--- src/rtl/mdm_pkg.sv ---
package mdm_pkg;
  // control byte bit positions
  localparam int unsigned MCR_DTR  = 0;
  localparam int unsigned MCR_RTS  = 1;
  localparam int unsigned MCR_OUT1 = 2;
  localparam int unsigned MCR_OUT2 = 3;
  localparam int unsigned MCR_LOOP = 4;
  localparam int unsigned MCR_W    = 5;
  // line vector order, MSB first: carrier, ring, set-ready, clear-to-send
  localparam int unsigned LN_DCD = 3;
  localparam int unsigned LN_RI  = 2;
  localparam int unsigned LN_DSR = 1;
  localparam int unsigned LN_CTS = 0;
  localparam int unsigned LN_W   = 4;
endpackage

--- src/rtl/mdm_sync.sv ---
module mdm_sync #(
  parameter int unsigned WIDTH  = 4,
  parameter int unsigned STAGES = 2
) (
  input  logic             clk_i,
  input  logic             rst_ni,
  input  logic [WIDTH-1:0] d_i,
  output logic [WIDTH-1:0] q_o
);
  logic [STAGES-1:0][WIDTH-1:0] st_q;

  // pins idle high, so reset to ones
  always_ff @(posedge clk_i or negedge rst_ni) begin
    if (!rst_ni) begin
      st_q <= '1;
    end else begin
      st_q[0] <= d_i;
      for (int k = 1; k < STAGES; k++) st_q[k] <= st_q[k-1];
    end
  end

  assign q_o = st_q[STAGES-1];
endmodule

--- src/rtl/mdm_ctrl_reg.sv ---
module mdm_ctrl_reg
  import mdm_pkg::*;
(
  input  logic              clk_i,
  input  logic              rst_ni,
  input  logic              wr_i,
  input  logic [MCR_W-1:0]  wdata_i,
  output logic [MCR_W-1:0]  mcr_o,
  output logic              rts_no,
  output logic              dtr_no,
  output logic              out1_no,
  output logic              out2_no,
  output logic              loop_o
);
  logic [MCR_W-1:0] mcr_q;

  always_ff @(posedge clk_i or negedge rst_ni) begin
    if (!rst_ni)   mcr_q <= '0;
    else if (wr_i) mcr_q <= wdata_i;
  end

  assign mcr_o  = mcr_q;
  assign loop_o = mcr_q[MCR_LOOP];
  // loopback parks the external pins inactive
  assign rts_no  = loop_o | ~mcr_q[MCR_RTS];
  assign dtr_no  = loop_o | ~mcr_q[MCR_DTR];
  assign out1_no = loop_o | ~mcr_q[MCR_OUT1];
  assign out2_no = loop_o | ~mcr_q[MCR_OUT2];


  loop_idle_chk: assert property (@(posedge clk_i) disable iff (!rst_ni)
    loop_o |-> (rts_no && dtr_no && out1_no && out2_no));


  wr_apply_chk: assert property (@(posedge clk_i) disable iff (!rst_ni)
    wr_i |=> (mcr_o == $past(wdata_i)));
endmodule

--- src/rtl/mdm_status.sv ---
module mdm_status
  import mdm_pkg::*;
(
  input  logic              clk_i,
  input  logic              rst_ni,
  input  logic [LN_W-1:0]   ext_i,   // synchronised, active high
  input  logic [MCR_W-1:0]  mcr_i,
  input  logic              clr_i,
  output logic [7:0]        msr_o,
  output logic              pkt_vld_o
);
  logic [LN_W-1:0] lb, eff, chg, set, line_q, dlt_q;
  logic            pkt_q;

  assign lb = {mcr_i[MCR_OUT2], mcr_i[MCR_OUT1], mcr_i[MCR_DTR], mcr_i[MCR_RTS]};
  assign eff = mcr_i[MCR_LOOP] ? lb : ext_i;
  assign chg = eff ^ line_q;

  always_comb begin
    set         = chg;
    // ring flag only on pin rising, i.e. level going inactive
    set[LN_RI]  = line_q[LN_RI] & ~eff[LN_RI];
  end

  always_ff @(posedge clk_i or negedge rst_ni) begin
    if (!rst_ni) begin
      line_q <= '0;
      dlt_q  <= '0;
      pkt_q  <= 1'b0;
    end else begin
      line_q <= eff;
      dlt_q  <= (clr_i ? '0 : dlt_q) | set;
      pkt_q  <= |chg;
    end
  end

  assign msr_o     = {line_q, dlt_q};
  assign pkt_vld_o = pkt_q;


  dlt_hold_chk: assert property (@(posedge clk_i) disable iff (!rst_ni)
    !clr_i |=> ((dlt_q & $past(dlt_q)) == $past(dlt_q)));


  teri_edge_chk: assert property (@(posedge clk_i) disable iff (!rst_ni)
    $rose(dlt_q[LN_RI]) |-> ($past(line_q[LN_RI]) && !line_q[LN_RI]));


  rd_clear_chk: assert property (@(posedge clk_i) disable iff (!rst_ni)
    (clr_i && chg == '0) |=> (dlt_q == '0));


  pkt_on_chg_chk: assert property (@(posedge clk_i) disable iff (!rst_ni)
    (line_q != $past(line_q)) |-> pkt_vld_o);


  loop_route_chk: assert property (@(posedge clk_i) disable iff (!rst_ni)
    $past(mcr_i[MCR_LOOP]) |-> (line_q == {$past(mcr_i[MCR_OUT2]), $past(mcr_i[MCR_OUT1]),
                                          $past(mcr_i[MCR_DTR]), $past(mcr_i[MCR_RTS])}));
endmodule

--- src/rtl/mdm_ctl_stat.sv ---
module mdm_ctl_stat
  import mdm_pkg::*;
#(
  parameter int unsigned SYNC_STAGES = 2
) (
  input  logic       clk_i,
  input  logic       rst_ni,
  input  logic       wr_en_i,
  input  logic       rd_en_i,
  input  logic       addr_i,
  input  logic [7:0] wdata_i,
  output logic [7:0] rdata_o,
  input  logic [7:0] lsr_i,
  input  logic       cts_ni,
  input  logic       dsr_ni,
  input  logic       ri_ni,
  input  logic       dcd_ni,
  output logic       rts_no,
  output logic       dtr_no,
  output logic       out1_no,
  output logic       out2_no,
  output logic       loop_o,
  output logic       pkt_vld_o,
  output logic [7:0] pkt_msr_o,
  output logic [7:0] pkt_lsr_o
);
  localparam int unsigned RSVD_W = 8 - MCR_W;

  logic [LN_W-1:0]  pin_sync;
  logic [MCR_W-1:0] mcr;
  logic [7:0]       msr;
  logic             unused_rsvd;

  assign unused_rsvd = &{1'b0, wdata_i[7:MCR_W]};

  mdm_sync #(.WIDTH(LN_W), .STAGES(SYNC_STAGES)) u_sync (
    .clk_i  (clk_i),
    .rst_ni (rst_ni),
    .d_i    ({dcd_ni, ri_ni, dsr_ni, cts_ni}),
    .q_o    (pin_sync)
  );

  mdm_ctrl_reg u_ctrl (
    .clk_i   (clk_i),
    .rst_ni  (rst_ni),
    .wr_i    (wr_en_i && !addr_i),
    .wdata_i (wdata_i[MCR_W-1:0]),
    .mcr_o   (mcr),
    .rts_no  (rts_no),
    .dtr_no  (dtr_no),
    .out1_no (out1_no),
    .out2_no (out2_no),
    .loop_o  (loop_o)
  );

  mdm_status u_stat (
    .clk_i     (clk_i),
    .rst_ni    (rst_ni),
    .ext_i     (~pin_sync),
    .mcr_i     (mcr),
    .clr_i     (rd_en_i && addr_i),
    .msr_o     (msr),
    .pkt_vld_o (pkt_vld_o)
  );

  assign rdata_o   = addr_i ? msr : {{RSVD_W{1'b0}}, mcr};
  assign pkt_msr_o = msr;
  assign pkt_lsr_o = lsr_i;


  rsvd_zero_chk: assert property (@(posedge clk_i) disable iff (!rst_ni)
    !addr_i |-> (rdata_o[7:MCR_W] == '0));
endmodule

--- config.mk ---
export PLATFORM = sky130hd
export DESIGN_NAME = mdm_ctl_stat
export DESIGN_NICKNAME = d
export VERILOG_FILES = /design/src/rtl/mdm_pkg.sv /design/src/rtl/mdm_sync.sv /design/src/rtl/mdm_ctrl_reg.sv /design/src/rtl/mdm_status.sv /design/src/rtl/mdm_ctl_stat.sv
export SDC_FILE = /design/constraint.sdc
export NUM_CORES = 1
export LEC_CHECK = 0
export BUFFER_PORTS_ARGS = -buffer_cell sky130_fd_sc_hd__buf_2
export CAP_MARGIN = 10
export CORE_MARGIN = 2
export CORE_UTILIZATION = 49
export CTS_BUF_LIST = sky130_fd_sc_hd__clkbuf_8
export CTS_CLUSTER_SIZE = 8
export DETAILED_ROUTE_END_ITERATION = 10
export PLACE_DENSITY_LB_ADDON = 0.1
export SYNTH_ARGS = -nofsm -noshare
export SYNTH_HDL_FRONTEND = slang
export SYNTH_HIERARCHICAL = 1
export SYNTH_SLANG_ARGS = --single-unit
export TNS_END_PERCENT = 30
--- constraint.sdc ---
create_clock -name clk_i -period 2.4 [get_ports clk_i]
set_clock_uncertainty 0.15 [all_clocks]
set_input_delay 0.24 -clock clk_i [delete_from_list [all_inputs] [get_ports clk_i]]
set_output_delay 0.24 -clock clk_i [all_outputs]
set_load 0.005 [all_outputs]
==> results by group <==
Status
  – Status: finished, final reports clean

Route
  – Pre-Repair DR Iteration Count: 4
  – Remaining DRCs: 0
  – Drt wl/cell: 12.7 um
  – Vias: 613
  – Detailed Route Iter0 Violations: 1
  – Vias per std cell: 4.57
  – Overall routed net length: 1710 um
  – Antenna-violating nets left: 0

STA
  – Max-slew violations: 0
  – Tmin final: 1630 ps
  – Worst rel slew slack: 68.5%
  – Hold Fails Final Rpt: 0
  – Fin crit share: 67.8%
  – Unrepaired setup endpoints after global routing: false
  – Final setup violation count: 0
  – Fmax: 615 MHz
  – Worst-margin pin slew: 472 ps
  – Setup TNS Final: 0 ps
  – Final worst slack: 773 ps

Clocking
  – Sink Count: 22
  – # H-tree levels: 1
  – Deepest clock path buffer count: 2
  – CTS root buffer: clkbuf_8
  – Worst-Skew Late Latency: 260 ps
  – CTS Buf Count: 3
  – CTS tree: built
  – Clk slew on worst S/H paths: 70 ps
  – CTS-repair resized insts: 0

Worst setup path
  – Cell depth of the worst setup path: 2
  – CP Capture Type: output pin
  – Worst setup path end: rdata_o[4]
  – Worst r2r dst: u_stat/dlt_q[3]
  – CP cell instances: mux2_4, buf_2
  – Critical path arrival: 1240 ps
  – Worst path bufs/invs: 1
  – Reg2reg setup slack: 930 ps
  – Worst r2r path cells: 3
  – CP required: 2010 ps
  – Worst r2r src: u_ctrl/mcr_o[4]
  – Startpoint Class: flip-flop
  – Delay-heaviest family, CP: flip-flops
  – Critical path's largest stage delay: 530 ps
  – CP Class: flip-flop to output pin
  – CP startpoint: u_ctrl/mcr_o[4]
  – CP Max Fanout: 11
  – Crit path max-delay cell type: dfrtp_1

Yosys
  – Netlist Area Pre-Place: 1040 um^2
  – EDFF count, synth: 0
  – Sequential share of the synthesized area: 53.7%
  – Ys async rst share: 100%
  – Most numerous cell in the Yosys netlist: dfrtp_1
  – Yosys warning count: 6
  – Yosys reg bits: 22
  – Top cell type by total area after synthesis: dfrtp_1
  – Most frequent cells after synthesis: dfrtp_1 (14), buf_4 (13), inv_1 (9)
  – Mapped Nets: 103
  – Netlist cell types: 16
  – Proportion of netlist area held by the largest area contributor: 33.6%
  – Avg Cell Area, Syn: 13.6 um^2
  – Main area contributors after synthesis: dfrtp_1 (34%), dfstp_2 (20%), mux2_4 (12%)
  – Cells after Synth: 77
  – Synth Flop Type: dfrtp_1

Pwr
  – Clock network power share: 26.8%
  – Switching Share: 25.8%
  – Seq pwr share: 49.1%
  – NetSw: 0.000250 W
  – Comb power frac: 24.0%
  – Pwr dens: 777 nW/um^2
  – Worst VDD drop: 0.532 mV
  – Internal Pwr Total: 0.000720 W
  – Leakage: 0.634 nW

Place
  – IO buf count: 35
  – Pre-CTS setup slack: 920 ps
  – Hpwl dp: 1210 um
  – Placer Congestion: 0.715

GRT
  – First-pass GRT wire length: 2880 um
  – Vias in the first global route: 624
  – Global-route usage over all layers: 15.6%
  – Largest net degree at the start of global routing: 23
  – GR Overflow Total: 0
  – Initial antenna violation count: 0

Floorplan
  – Num ports: 55
  – Initial Utilization: 52.7%
  – DIE AREA: 2510 um^2
  – Die width: 50.1 um
  – # rows: 16
  – Die Height: 50.1 um
  – Core region area: 1980 um^2

Cells and area
  – Antenna diodes: 0
  – Nets: 134
  – Area Growth Syn to Fin: 19.7%
  – Share of cells above drive strength 1: 58.9%

Min path
  – HP Class: input pin to flip-flop

Flow run
  – Maxcap violations: 0
-- through the flow --
step	cell area, um^2	power [W]	utilization (%)	std cells	hold slack (ps)
after floorplan	1040	0.000629	-	77	-206
after global placement	1140	0.000708	57.7	125	71.5
after detailed placement	1140	0.000716	57.7	125	78.7
after CTS	1250	0.000985	63.0	134	34.7
after global routing	1250	0.00104	63.0	134	32.7
final	1250	0.000970	63.0	134	38.4
-- registers in the layout (all words and copies together) (netlist names) --
name / count
u_ctrl/mcr_o: 5
u_stat/dlt_q: 4
u_stat/line_q: 4
u_stat/pkt_vld_o: 1
u_sync/q_o: 4
u_sync/st_q: 4
-- worst reg2reg max path: cells and delay by family, from the launching register on --
family | cells | cell delay [ps]
muxes | 1 | 360
xor gates and xnor gates | 1 | 140
AOI/OAI and AO/OA | 1 | 110
DFF | 1 | 590
-- cells by family after synthesis --
logic type | Yosys count | synth area share, %
AO/OA/AOI/OAI | 4 | 2.16
XOR/XNOR | 3 | 4.68
adder cells (fa/ha/maj) | 1 | 1.20
buffers and inverters | 23 | 13.7
flip-flops | 22 | 53.7
multiplexers | 14 | 17.9
AND/OR/NAND/NOR | 10 | 6.71
-- what timing repair did --
item | CTS | global route
hold buffers | 5 | 0
endpoints found under the hold margin | 18 | 0
buffers inserted | 0 | 0
-- power groups by stage --
stage          logic, W  clock network [W]  registers [W]
2_1_floorplan  0.000156                  0       0.000473
3_3_place_gp   0.000227                  0       0.000481
3_5_place_dp   0.000231                  0       0.000485
4_1_cts        0.000238           0.000269       0.000478
5_1_grt        0.000260           0.000289       0.000487
6_report       0.000233           0.000260       0.000477
-- final cells by class --
class	count	area [um^2]
clock buffer	4	55.1
fill	162	733
inverter	9	33.8
multi-input combinational	32	340
sequential	22	561
tap	27	33.8
timing repair buffer	40	225
-- cell usage in the layout (no fill, tap or decap), drive strengths merged, types with 3 or more instances in the layout --
| master | count |
|---|---|
| dfrtp | 14 |
| and2 | 4 |
| o21ai | 3 |
| dfstp | 8 |
| mux2 | 13 |
| nand2b | 4 |
| xnor2 | 3 |
| clkbuf | 4 |
| inv | 9 |
| buf | 35 |
| dlygate4sd3 | 5 |
-- metal layers --
metal  vias up  global-route usage, %  wire, um
li1        295                      -         -
met1       279                   20.4       743
met2        33                   25.0       783
met3         6                   2.68       146
met4         0                   7.87        32
met5         -                      0         0
-- worst min-delay path by stage --
stage / end / cells past startpoint / from / slack (ps)
2_1_floorplan: u_ctrl/mcr_o[0] / 0 / rst_ni / -210
3_3_place_gp: u_ctrl/mcr_o[1] / 1 / rst_ni / 70
3_5_place_dp: u_ctrl/mcr_o[1] / 1 / rst_ni / 80
4_1_cts: u_ctrl/mcr_o[1] / 2 / wdata_i[1] / 30
5_1_grt: u_ctrl/mcr_o[0] / 2 / wdata_i[0] / 30
6_report: u_ctrl/mcr_o[1] / 2 / wdata_i[1] / 40
Note: power is estimated with default switching activity, not from simulation.
